`src/rtl/sec_filter.sv`:
```
module sec_filter #(
  parameter int AW = 32,
  parameter int DW = 64
) (
  input  logic          clk,
  input  logic          rst_n,
  input  logic          master_ns,
  input  logic          err_mode,
  input  logic          irq_clr,
  output logic          irq,
  input  logic          up_valid,
  output logic          up_ready,
  input  logic          up_write,
  input  logic [AW-1:0] up_addr,
  input  logic [1:0]    up_size,
  input  logic [DW-1:0] up_wdata,
  output logic          up_rsp_valid,
  output logic          up_rsp_err,
  output logic [DW-1:0] up_rsp_rdata,
  output logic [AW-1:0] attr_addr,
  input  logic [1:0]    attr_code,
  output logic          dn_valid,
  input  logic          dn_ready,
  output logic          dn_write,
  output logic          dn_nonsec,
  output logic [AW-1:0] dn_addr,
  output logic [1:0]    dn_size,
  output logic [DW-1:0] dn_wdata,
  input  logic          dn_rsp_valid,
  input  logic          dn_rsp_err,
  input  logic [DW-1:0] dn_rsp_rdata
);

  localparam logic [1:0] ATTR_EXEMPT = 2'd0;
  localparam logic [1:0] ATTR_NS     = 2'd1;

  typedef enum logic {S_IDLE, S_FWD} st_t;

  st_t  st;
  logic blk_rsp_q, blk_err_q, irq_q;

  logic sec_region, blocked, idle, accept_blk;

  assign sec_region = (attr_code != ATTR_EXEMPT) && (attr_code != ATTR_NS);
  assign blocked    = sec_region && master_ns;
  assign idle       = (st == S_IDLE) && !blk_rsp_q;
  assign accept_blk = idle && up_valid && blocked;

  assign attr_addr = up_addr;

  assign dn_valid  = idle && up_valid && !blocked;
  assign dn_nonsec = (attr_code == ATTR_NS) || master_ns;
  assign dn_write  = up_write;
  assign dn_addr   = up_addr;
  assign dn_size   = up_size;
  assign dn_wdata  = up_wdata;

  assign up_ready = idle && (blocked || dn_ready);

  assign up_rsp_valid = blk_rsp_q || ((st == S_FWD) && dn_rsp_valid);
  assign up_rsp_err   = blk_rsp_q ? blk_err_q : dn_rsp_err;
  assign up_rsp_rdata = blk_rsp_q ? '0 : dn_rsp_rdata;

  assign irq = irq_q;

  always_ff @(posedge clk or negedge rst_n) begin
    if (!rst_n) begin
      st        <= S_IDLE;
      blk_rsp_q <= 1'b0;
      blk_err_q <= 1'b0;
      irq_q     <= 1'b0;
    end else begin
      if (dn_valid && dn_ready)
        st <= S_FWD;
      else if ((st == S_FWD) && dn_rsp_valid)
        st <= S_IDLE;
      blk_rsp_q <= accept_blk;
      blk_err_q <= accept_blk && err_mode;
      if (irq_clr)
        irq_q <= 1'b0;
      else if (accept_blk && err_mode)
        irq_q <= 1'b1;
    end
  end

endmodule


```
`config.mk`:
```
export PLATFORM = sky130hd
export DESIGN_NAME = sec_filter
export DESIGN_NICKNAME = d
export VERILOG_FILES = /design/src/rtl/sec_filter.sv
export SDC_FILE = /design/constraint.sdc
export NUM_CORES = 1
export LEC_CHECK = 0
export BUFFER_PORTS_ARGS = -buffer_cell sky130_fd_sc_hd__clkbuf_2
export CAP_MARGIN = 20
export CORE_AREA = 2 2 147 149
export CTS_BUF_LIST = sky130_fd_sc_hd__clkbuf_8
export CTS_CLUSTER_DIAMETER = 200
export CTS_CLUSTER_SIZE = 40
export DETAILED_ROUTE_END_ITERATION = 8
export DIE_AREA = 0 0 149 151
export GPL_TIMING_DRIVEN = 0
export PLACE_DENSITY_LB_ADDON = 0.3
export SLEW_MARGIN = 40
export SYNTH_ARGS = -nofsm -noshare
export SYNTH_HDL_FRONTEND = slang
export SYNTH_SLANG_ARGS = --single-unit
```
`constraint.sdc`:
```
create_clock -name clk -period 2.5 [get_ports clk]
set_clock_uncertainty 0.05 [all_clocks]
set_input_delay 0.25 -clock clk [delete_from_list [all_inputs] [get_ports clk]]
set_output_delay 0.25 -clock clk [all_outputs]
set_load 0.02 [all_outputs]
```
# Word-level counts from Yosys, hierarchy flattened
# Index checks and enable logic that the tools add are counted.
[totals]
output_inout_bits = 201
register_bits = 4
[classes]
n_eq_ne = 2
n_mux = 6
n_bitwise = 1
reduce_logical = 18
[op_table]
columns = ["operator", "n"]
rows = [
  ["64-bit two-way mux", 1],
  ["1-bit logical AND", 10],
  ["2-bit nonzero test", 3],
  ["1-bit two-way mux", 5],
  ["1-bit logical OR", 3],
  ["2-bit by 1-bit == test with 1-bit output, second input constant", 1],
  ["1-bit logical NOT", 2],
  ["2-bit by 1-bit inequality test with 1-bit output, second input constant", 1],
  ["1-bit inverter", 1],
]

# Logic depth before layout (Yosys ltp)
# Gate-level depths: netlist (run 1).
[depth]
depth_word = 7
mapped_depth = 3
depth_no_buf = 2

# Worst setup path before layout (run 1)
# No wires, ideal clock.
[synth_timing]
path_kind = "reg-to-output"
from = "register blk_rsp_q"
to = "output up_ready"
t_arrival_ns = 1.085
stages_incl_launch_ff = 3
path_slack_ns = 1.115
path_cell_list = "dfrtp_1 buf_2 nor3_1"
[synth_between]
elab_chain_cells = 3
[synth_lines]
columns = ["element", "line_no", "rtl"]
rows = [
  ["start: declaration", "40", "logic blk_rsp_q, blk_err_q, irq_q;"],
  ["start signal: assignment", "77", "blk_rsp_q <= accept_blk;"],
  ["1-bit logical NOT", "46", "assign idle = (st == S_IDLE) && !blk_rsp_q;"],
  ["1-bit logical AND", "46", ""],
  ["1-bit logical AND", "58", "assign up_ready = idle && (blocked || dn_ready);"],
  ["end: declaration", "12", "output logic up_ready,"],
]
# No other way between the ends.

# Worst setup path after layout (run 1)
[layout_timing]
from = "register blk_rsp_q"
to = "output up_rsp_rdata[46]"
[layout_between]
elab_chain_cells = 1
[layout_lines]
columns = ["element", "line_no", "rtl"]
rows = [
  ["64-bit two-way mux", "62", "assign up_rsp_rdata = blk_rsp_q ? '0 : dn_rsp_rdata;"],
  ["end: declaration", "19", "output logic [DW-1:0] up_rsp_rdata,"],
]
# No other way between the ends.

==> metrics, run 1 <==
status=finished, final reports clean; Area Growth Syn to Fin=108%; Worst Path Required=2200 ps; leakage power=2.11 nW; slew margin rel.=75.2%; crit path launch=blk_rsp_q; multi-input logic area=518 um^2; drt wl/cell=8.26 um; R2R depth=2; proportion of layout cells with a drive suffix above 1=82.9%; fin nets=679; crit end category=output pin; overall routed net length=6.43 mm; Util after Layout=16.4%; setup slack, reg-to-reg=1310 ps; first-pass GRT wire length=8.13 mm; Worst setup endpoint=up_rsp_rdata[46]; total number of vias=2212; Final Max Tran Viols=0; initial antenna violation count=0; worst r2r dst=blk_err_q; H-tree Lvls=1; Starting Density=7.89%; Placer Congestion=0.695; fill cell count=2421; ANT cells=0; max-cap viol count=0; # setup viols final=0; gr ovfl total=0; EDFF count, synth=0; Final TNS setup=0 ps; Synth Area per Inst=7.33 um^2; Reg-to-Reg Start=blk_rsp_q; Root Buffer=clkbuf_8; worst-margin pin slew=371 ps; post-DP HPWL=6.14 mm; Die H=151 um; all-layer global routing usage=4.53%; critical path launch point type=flip-flop; Synth warnings=0; Yosys reg bits=4; Placed Area=3360 um^2; leading area contributor after synthesis=buf_4; post-synthesis cell area=1640 um^2; top cells by area, synth=buf_4 60%, nor2b_1 24%, dfrtp_1 6.1%, and2b_1 1.4%, buf_2 0.91%; Detailed Routing Iterations Pass 1=3; top cells by count, synth=132 x buf_4, 62 x nor2b_1, 4 x dfrtp_1; largest net degree at the start of global routing=11; most common cell in the synthesized netlist=buf_4; Iter 0 DRT Violations=21; Worst VDD drop=0.000140 V; CTS resizes=0; top cell type's share of synthesized area=60.3%; Post-CTS Setup Bufs=0; CTS tree=done; die width=149 um; RSZ-0062 raised after global routing=false; CTS sink count=4; min Tclk post-route=1780 ps; top_reg_cell synth=dfrtp_1; vias per cell=2.84; Storage cell area=100 um^2; Max FO, Critical Path=10; Hold WC Path Type=in -> reg; pwr dens=273 nW/um^2; hold buffers post-CTS=1; CTS clk-pin slew, worst paths=30 ps; CP Class=reg -> out; f_max=0.562 GHz; syn nets=398; number of global-route vias before repair=1825; ys async rst share=100%; number of nets with antenna violations after routing=0; Core ar.=20800 um^2; IO Port Bufs=275; Post-Layout Inst Area=3410 um^2; Residual DRC=0; sequential-to-total area share from yosys stat=6.09%; Clk Latency, worst-skew pair=210 ps; num rows=53; Die Area=22500 um^2; synth unique cells=19; cts bufs inserted=3; Syn Inst Count=224; Critical Path AT=1480 ps; Final Hold Viols=0; fin crit share=71.1%; I/O pin total=375; Max Root-Sink Buffers=2
-- critical path, stage by stage (launching register included) --
cell	delay, ps
dfrtp_1	460
buf_4	220
buf_2	190
nor2b_1	190
clkbuf_2	200
-- area by class of cell --
cell class	count	area share, %
buffer	138	29.8
clock buffer	3	1.21
inverter	2	0.220
multi-input combinational	80	15.2
sequential	4	2.93
tap	275	10.1
timing repair buffer	276	40.6
-- layout by cell type (no fill, tap or decap), drive strengths merged, types with 2 or more instances in the layout --
cell type,count
buf,135
a21o,2
a21oi,2
dfrtp,4
inv,2
nor2,3
nor2b,62
clkbuf,281
and2b,3
-- metal layers --
metal  share of wire [%]  GRT usage [%]  wire length [um]
met1                  27           3.92              1720
met2                  60           10.3              3830
met3                  14           1.23               876
met4                   0          0.286                 0
met5                   0              0                 0
-- metrics by stage --
stage	hold WS (ps)	power, W	setup slack (ps)	std cells
floorplan	-95.6	0.000561	1110	224
global placement	15.3	0.000810	815	774
detailed placement	15.2	0.000808	844	774
CTS	202	0.000946	615	778
global route	207	0.000996	593	778
finish	206	0.000931	722	778
-- logic make-up after synthesis --
logic type	count (synthesis)	share of synthesized area [%]
compound gates	6	3.12
buf+inv	140	62.4
flops	4	6.09
mux	1	0.685
simple gates	73	27.7
-- how the worst min path moves through the flow --
stage / start / to / slack (ps) / depth (start not counted)
2_1_floorplan: rst_n / blk_err_q / -100 / 0
3_3_place_gp: rst_n / blk_err_q / 20 / 1
3_5_place_dp: rst_n / blk_err_q / 20 / 1
4_1_cts: irq_clr / irq / 200 / 2
5_1_grt: irq_clr / irq / 210 / 2
6_report: irq_clr / irq / 210 / 2
-- power breakdown --
part	switching, W	internal, W
registers	0.00000417	0.0000687
clock network	0.0000300	0.000102
logic	0.000392	0.000334
-- sequential cells by signal, indices dropped and copies added (netlist names) --
signal,count
blk_err_q,1
blk_rsp_q,1
st,1
irq,1
Note: power is estimated with default switching activity, not from simulation.
==> run 2: changes to the inputs <==
CORE_AREA = 2 2 144 146   (was 2 2 147 149)
DIE_AREA = 0 0 146 148   (was 0 0 149 151)
clock period = 1.7 ns   (was 2.5 ns; I/O delays follow)
==> run 2 against run 1 <==
Non-clock buffer count is 1 higher. Critical endpoint is now dn_valid. Count of clock-buffer cells in the layout stayed put. Worst hold slack worse by 84 ps. Setup slack worse by 650 ps. Sequential power is 48% higher. Critical path depth is 1 lower.
==> metrics, run 2 (synthesis gave the netlist of run 1 again) <==
status=finished, final reports clean; Iter 0 DRT Violations=21; Post-Route M1 WL=2.05 mm; largest net degree at the start of global routing=11; metal3 WL=780 um; number of global-route vias before repair=1935; Final Hold Viols=0; Sw Ratio=45.7%; proportion of layout cells with a drive suffix above 1=83.7%; pwr dens=401 nW/um^2; Residual DRC=0; commonest non-fill, non-tap cell in the layout=clkbuf_2; max-cap viol count=0; slew margin rel.=74.9%; dpl cells=769; Core ar.=20000 um^2; RSZ-0062 raised after global routing=true; IO Port Bufs=275; total number of vias=2209; first-pass GRT wire length=9.18 mm; worst-margin pin slew=377 ps; fill cell count=2334; top routing layer used=met4; f_max=0.613 GHz; gr ovfl total=0; post-DP HPWL=6.27 mm; Clk Latency, worst-skew pair=210 ps; overall routed net length=6.62 mm; initial antenna violation count=0; Detailed Routing Iterations Pass 1=4; Worst Path Required=1480 ps; CTS tree=done; Post-Layout Cell Count=774; fin crit share=95.9%; I/O pin total=375; Die Area=21600 um^2; fin nets=680; Worst VDD drop=0.000158 V; Die H=148 um; Hold WC Path Type=in -> reg; Final Max Tran Viols=0; leakage power=2.12 nW; min Tclk post-route=1630 ps; Placed Area=3360 um^2; Placer Congestion=0.714; Gate power share=78.1%; # setup viols final=0; Root Buffer=clkbuf_8; Post-Layout Inst Area=3430 um^2; die width=146 um; setup slack, reg-to-reg=540 ps; vias per cell=2.85; Area Growth Syn to Fin=109%; Clock power frac=14.0%; Critical Path AT=1410 ps; all-layer global routing usage=5.14%; P_sw=0.000630 W; CP Class=reg -> out; Max Root-Sink Buffers=2; drt wl/cell=8.55 um; critical path launch point type=flip-flop; ANT cells=0; crit end category=output pin; commonest cells after routing, fill and taps aside=272 x clkbuf_2, 133 x buf_4, 60 x nor2b_1; Max FO, Critical Path=6; cts bufs inserted=3; num rows=52; CTS clk-pin slew, worst paths=30 ps; Hold Slack=122 ps; number of nets with antenna violations after routing=0; Starting Density=8.20%; CTS sink count=4; H-tree Lvls=1; Reg power frac=7.8%; Final TNS setup=0 ps; internal power=0.000748 W; DR WL met2=3.78 mm
-- run 2: power by group through the flow --
stage          combinational [W]  sequential [W]  clock (W)
3_5_place_dp             0.00108        0.000110          0
5_1_grt                  0.00114        0.000110   0.000209
4_1_cts                  0.00109        0.000109   0.000201
3_3_place_gp             0.00109        0.000110          0
2_1_floorplan           0.000718        0.000107          0
6_report                 0.00108        0.000108   0.000194
-- run 2: area by class of cell --
| cell class | instances | area [um^2] | share of cell area (%) |
|---|---|---|---|
| Buffer | 138 | 1020 | 29.8 |
| Tap cell | 270 | 338 | 9.84 |
| Multi-Input combinational cell | 80 | 523 | 15.2 |
| Inverter | 2 | 7.51 | 0.219 |
| Sequential cell | 4 | 101 | 2.95 |
| Timing Repair Buffer | 277 | 1400 | 40.8 |
| Clock buffer | 3 | 41.3 | 1.20 |
-- run 2: worst paths after layout --
path                            startpoint        end  depth (start not counted)
max in group asynchronous            rst_n  blk_rsp_q                          2
worst min-delay path               irq_clr        irq                          2
worst max-delay path             blk_rsp_q   dn_valid                          3
min in group asynchronous            rst_n         st                          2
worst min register to register         irq        irq                          2
worst max register to register   blk_rsp_q        irq                          2
-- run 2: critical path, stage by stage, from the launching register on --
cell	delay, ps
dfrtp_2	460
or3b_4	450
a21oi_2	110
buf_2	180
-- run 2: repair_timing --
action	in CTS	in global routing
hold buffers	1	0
buffers inserted	0	1
pin swaps	0	0
endpoints found under the setup margin	33	9
endpoints found under the hold margin	4	0
resized for setup	5	6
-- run 2: layer usage --
metal,vias to the layer above,track usage [%]
met5,-,0
met3,2,1.67
met4,0,0.437
met1,923,4.93
li1,1110,-
met2,174,10.9
-- run 2: through the flow --
step	power, W	setup WS [ps]	util [%]
finish	0.00138	69.6	17.1
global route	0.00146	-2.74	17.1
CTS	0.00140	8.06	17.1
detailed placement	0.00119	99.7	16.8
global placement	0.00120	86.0	16.8
floorplan	0.000825	395	-
==> run 3: changes to the inputs <==
clock period = 1.59 ns   (was 1.7 ns; I/O delays follow)
==> run 3 against run 2 <==
Clock power increased by 7%. Combinational power increased by 11%. Worst hold slack got worse by 8.5 ps. Sequential power increased by 7%. Global-route usage increased by 0.065 points. First-iteration DRC count increased by 4.8%. Setup slack got worse by 52 ps. Critical path type unchanged. Largest cell class unchanged. Count of clock-buffer cells in the layout unchanged. Sequential share of layout area decreased by 0.14 points.
==> metrics, run 3 (synthesis gave the netlist of run 1 again) <==
Reg power frac=7.6%; Sw Ratio=44.6%; Worst Path Required=1380 ps; internal power=0.000846 W; all-layer global routing usage=5.20%; die width=146 um; cts bufs inserted=3; crit path cell chain=or3b_4 > a21oi_2 > clkbuf_8; Worst VDD drop=0.000169 V; worst-margin pin slew=191 ps; gr ovfl total=0; CTS clk-pin slew, worst paths=30 ps; Root Buffer=clkbuf_8; RSZ-0062 raised after global routing=true; Gate power share=78.9%; min Tclk post-route=1570 ps; IO Port Bufs=275; largest net degree at the start of global routing=11; Final TNS setup=0 ps; Placer Congestion=0.714; Critical Path AT=1360 ps; pwr dens=424 nW/um^2; leakage power=2.19 nW; Area Growth Syn to Fin=119%; Core ar.=20000 um^2; number of global-route vias before repair=1943; CTS sink count=4; Placed Area=3360 um^2; Detailed Routing Iterations Pass 1=4; Worst Path Buf+Inv=1; commonest cells after routing, fill and taps aside=250 x clkbuf_2, 143 x buf_4, 50 x nor2b_1; CP max-delay cell=dfrtp_2; CP Class=reg -> out; dpl cells=769; Pwr Total=0.00153 W; Reg-to-Reg Start=blk_rsp_q; Clk Latency, worst-skew pair=210 ps; Max Root-Sink Buffers=2; status=finished, final reports clean; CTS tree=done; post-DP HPWL=6.27 mm; Hold WC Path Type=in -> reg; Post-Layout Cell Count=776; Slowest Stage Delay on Critical Path=470 ps; crit end category=output pin; overall routed net length=6.72 mm; Die H=148 um; total number of vias=2221; vias per cell=2.86; crit path launch=blk_rsp_q; Starting Density=8.20%; ANT cells=0; number of nets with antenna violations after routing=0; P_sw=0.000682 W; drt wl/cell=8.66 um; num rows=52; commonest non-fill, non-tap cell in the layout=clkbuf_2; Final Max Tran Viols=0; I/O pin total=375; CP delay by family, top=flip-flops; Residual DRC=0; slew margin rel.=87.3%; Iter 0 DRT Violations=22; Post-Layout Inst Area=3600 um^2; Clock power frac=13.6%; max-cap viol count=0; proportion of layout cells with a drive suffix above 1=86.2%; Die Area=21600 um^2; min-delay src=irq_clr; # setup viols final=0; f_max=0.636 GHz; first-pass GRT wire length=9.31 mm; fin nets=682; fin crit share=98.9%; Max FO, Critical Path=6; Hold Slack=113 ps; Final Hold Viols=0; initial antenna violation count=0; H-tree Lvls=1; critical path launch point type=flip-flop
## run 3: changes by cell type in the layout (fill, tap and decap cells not counted), sizes merged
cell	delta
clkbuf	-12
buf	+14
## run 3: power groups by stage
stage	Clock (W)	Sequential [W]	Combinational, W
after detailed placement	0	0.000118	0.00116
final	0.000207	0.000116	0.00120
after global placement	0	0.000118	0.00116
after global routing	0.000224	0.000118	0.00128
after CTS	0.000215	0.000116	0.00121
after floorplan	0	0.000115	0.000768
## run 3: worst register-to-register path: cells and delay by family, from the launching register on
kind / cells / cell delay [ps]
AO/OA/AOI/OAI: 1 / 90
AND/OR/NAND/NOR: 1 / 410
buffers and inverters: 1 / 150
flip-flops: 1 / 470
## run 3: cell type report
type	instances	area, um^2
buffer	138	1040
inverter	2	7.51
multi-input combinational	80	562
sequential	4	101
fill	2315	16400
clock buffer	3	41.3
tap	270	338
timing repair buffer	279	1510
## run 3: final timing paths
check | endpoint | slack (ps) | cells after the start
setup / recovery | dn_valid | 20 | 3
hold / removal | irq | 110 | 2
setup reg to reg | irq | 340 | 3
hold reg to reg | irq | 490 | 2
max in group asynchronous | blk_rsp_q | 1110 | 2
min in group asynchronous | st | 240 | 2
## run 3: stage by stage
stage	setup WS (ps)	util, %
final	17.9	18.0
after floorplan	296	-
after CTS	-4.93	17.8
after detailed placement	0.700	16.8
after global routing	-41.7	18.0
after global placement	-13.0	16.8
## run 3: what timing repair did
item,in CTS,in global routing
pin swaps,1,0
gates resized for setup,39,27
hold endpoints to repair,4,0
hold buffers,1,0
endpoints found under the setup margin,54,20
setup buffers,3,0
## run 3: per-layer routing
metal / GRT usage (%) / share of wire [%] / up-vias / wire, um
met5: 0 / 0 / - / 0
met4: 0.437 / 0.16 / 0 / 11
met3: 1.67 / 12 / 2 / 797
met2: 10.9 / 57 / 174 / 3840
met1: 5.06 / 31 / 933 / 2080
li1: - / - / 1112 / -
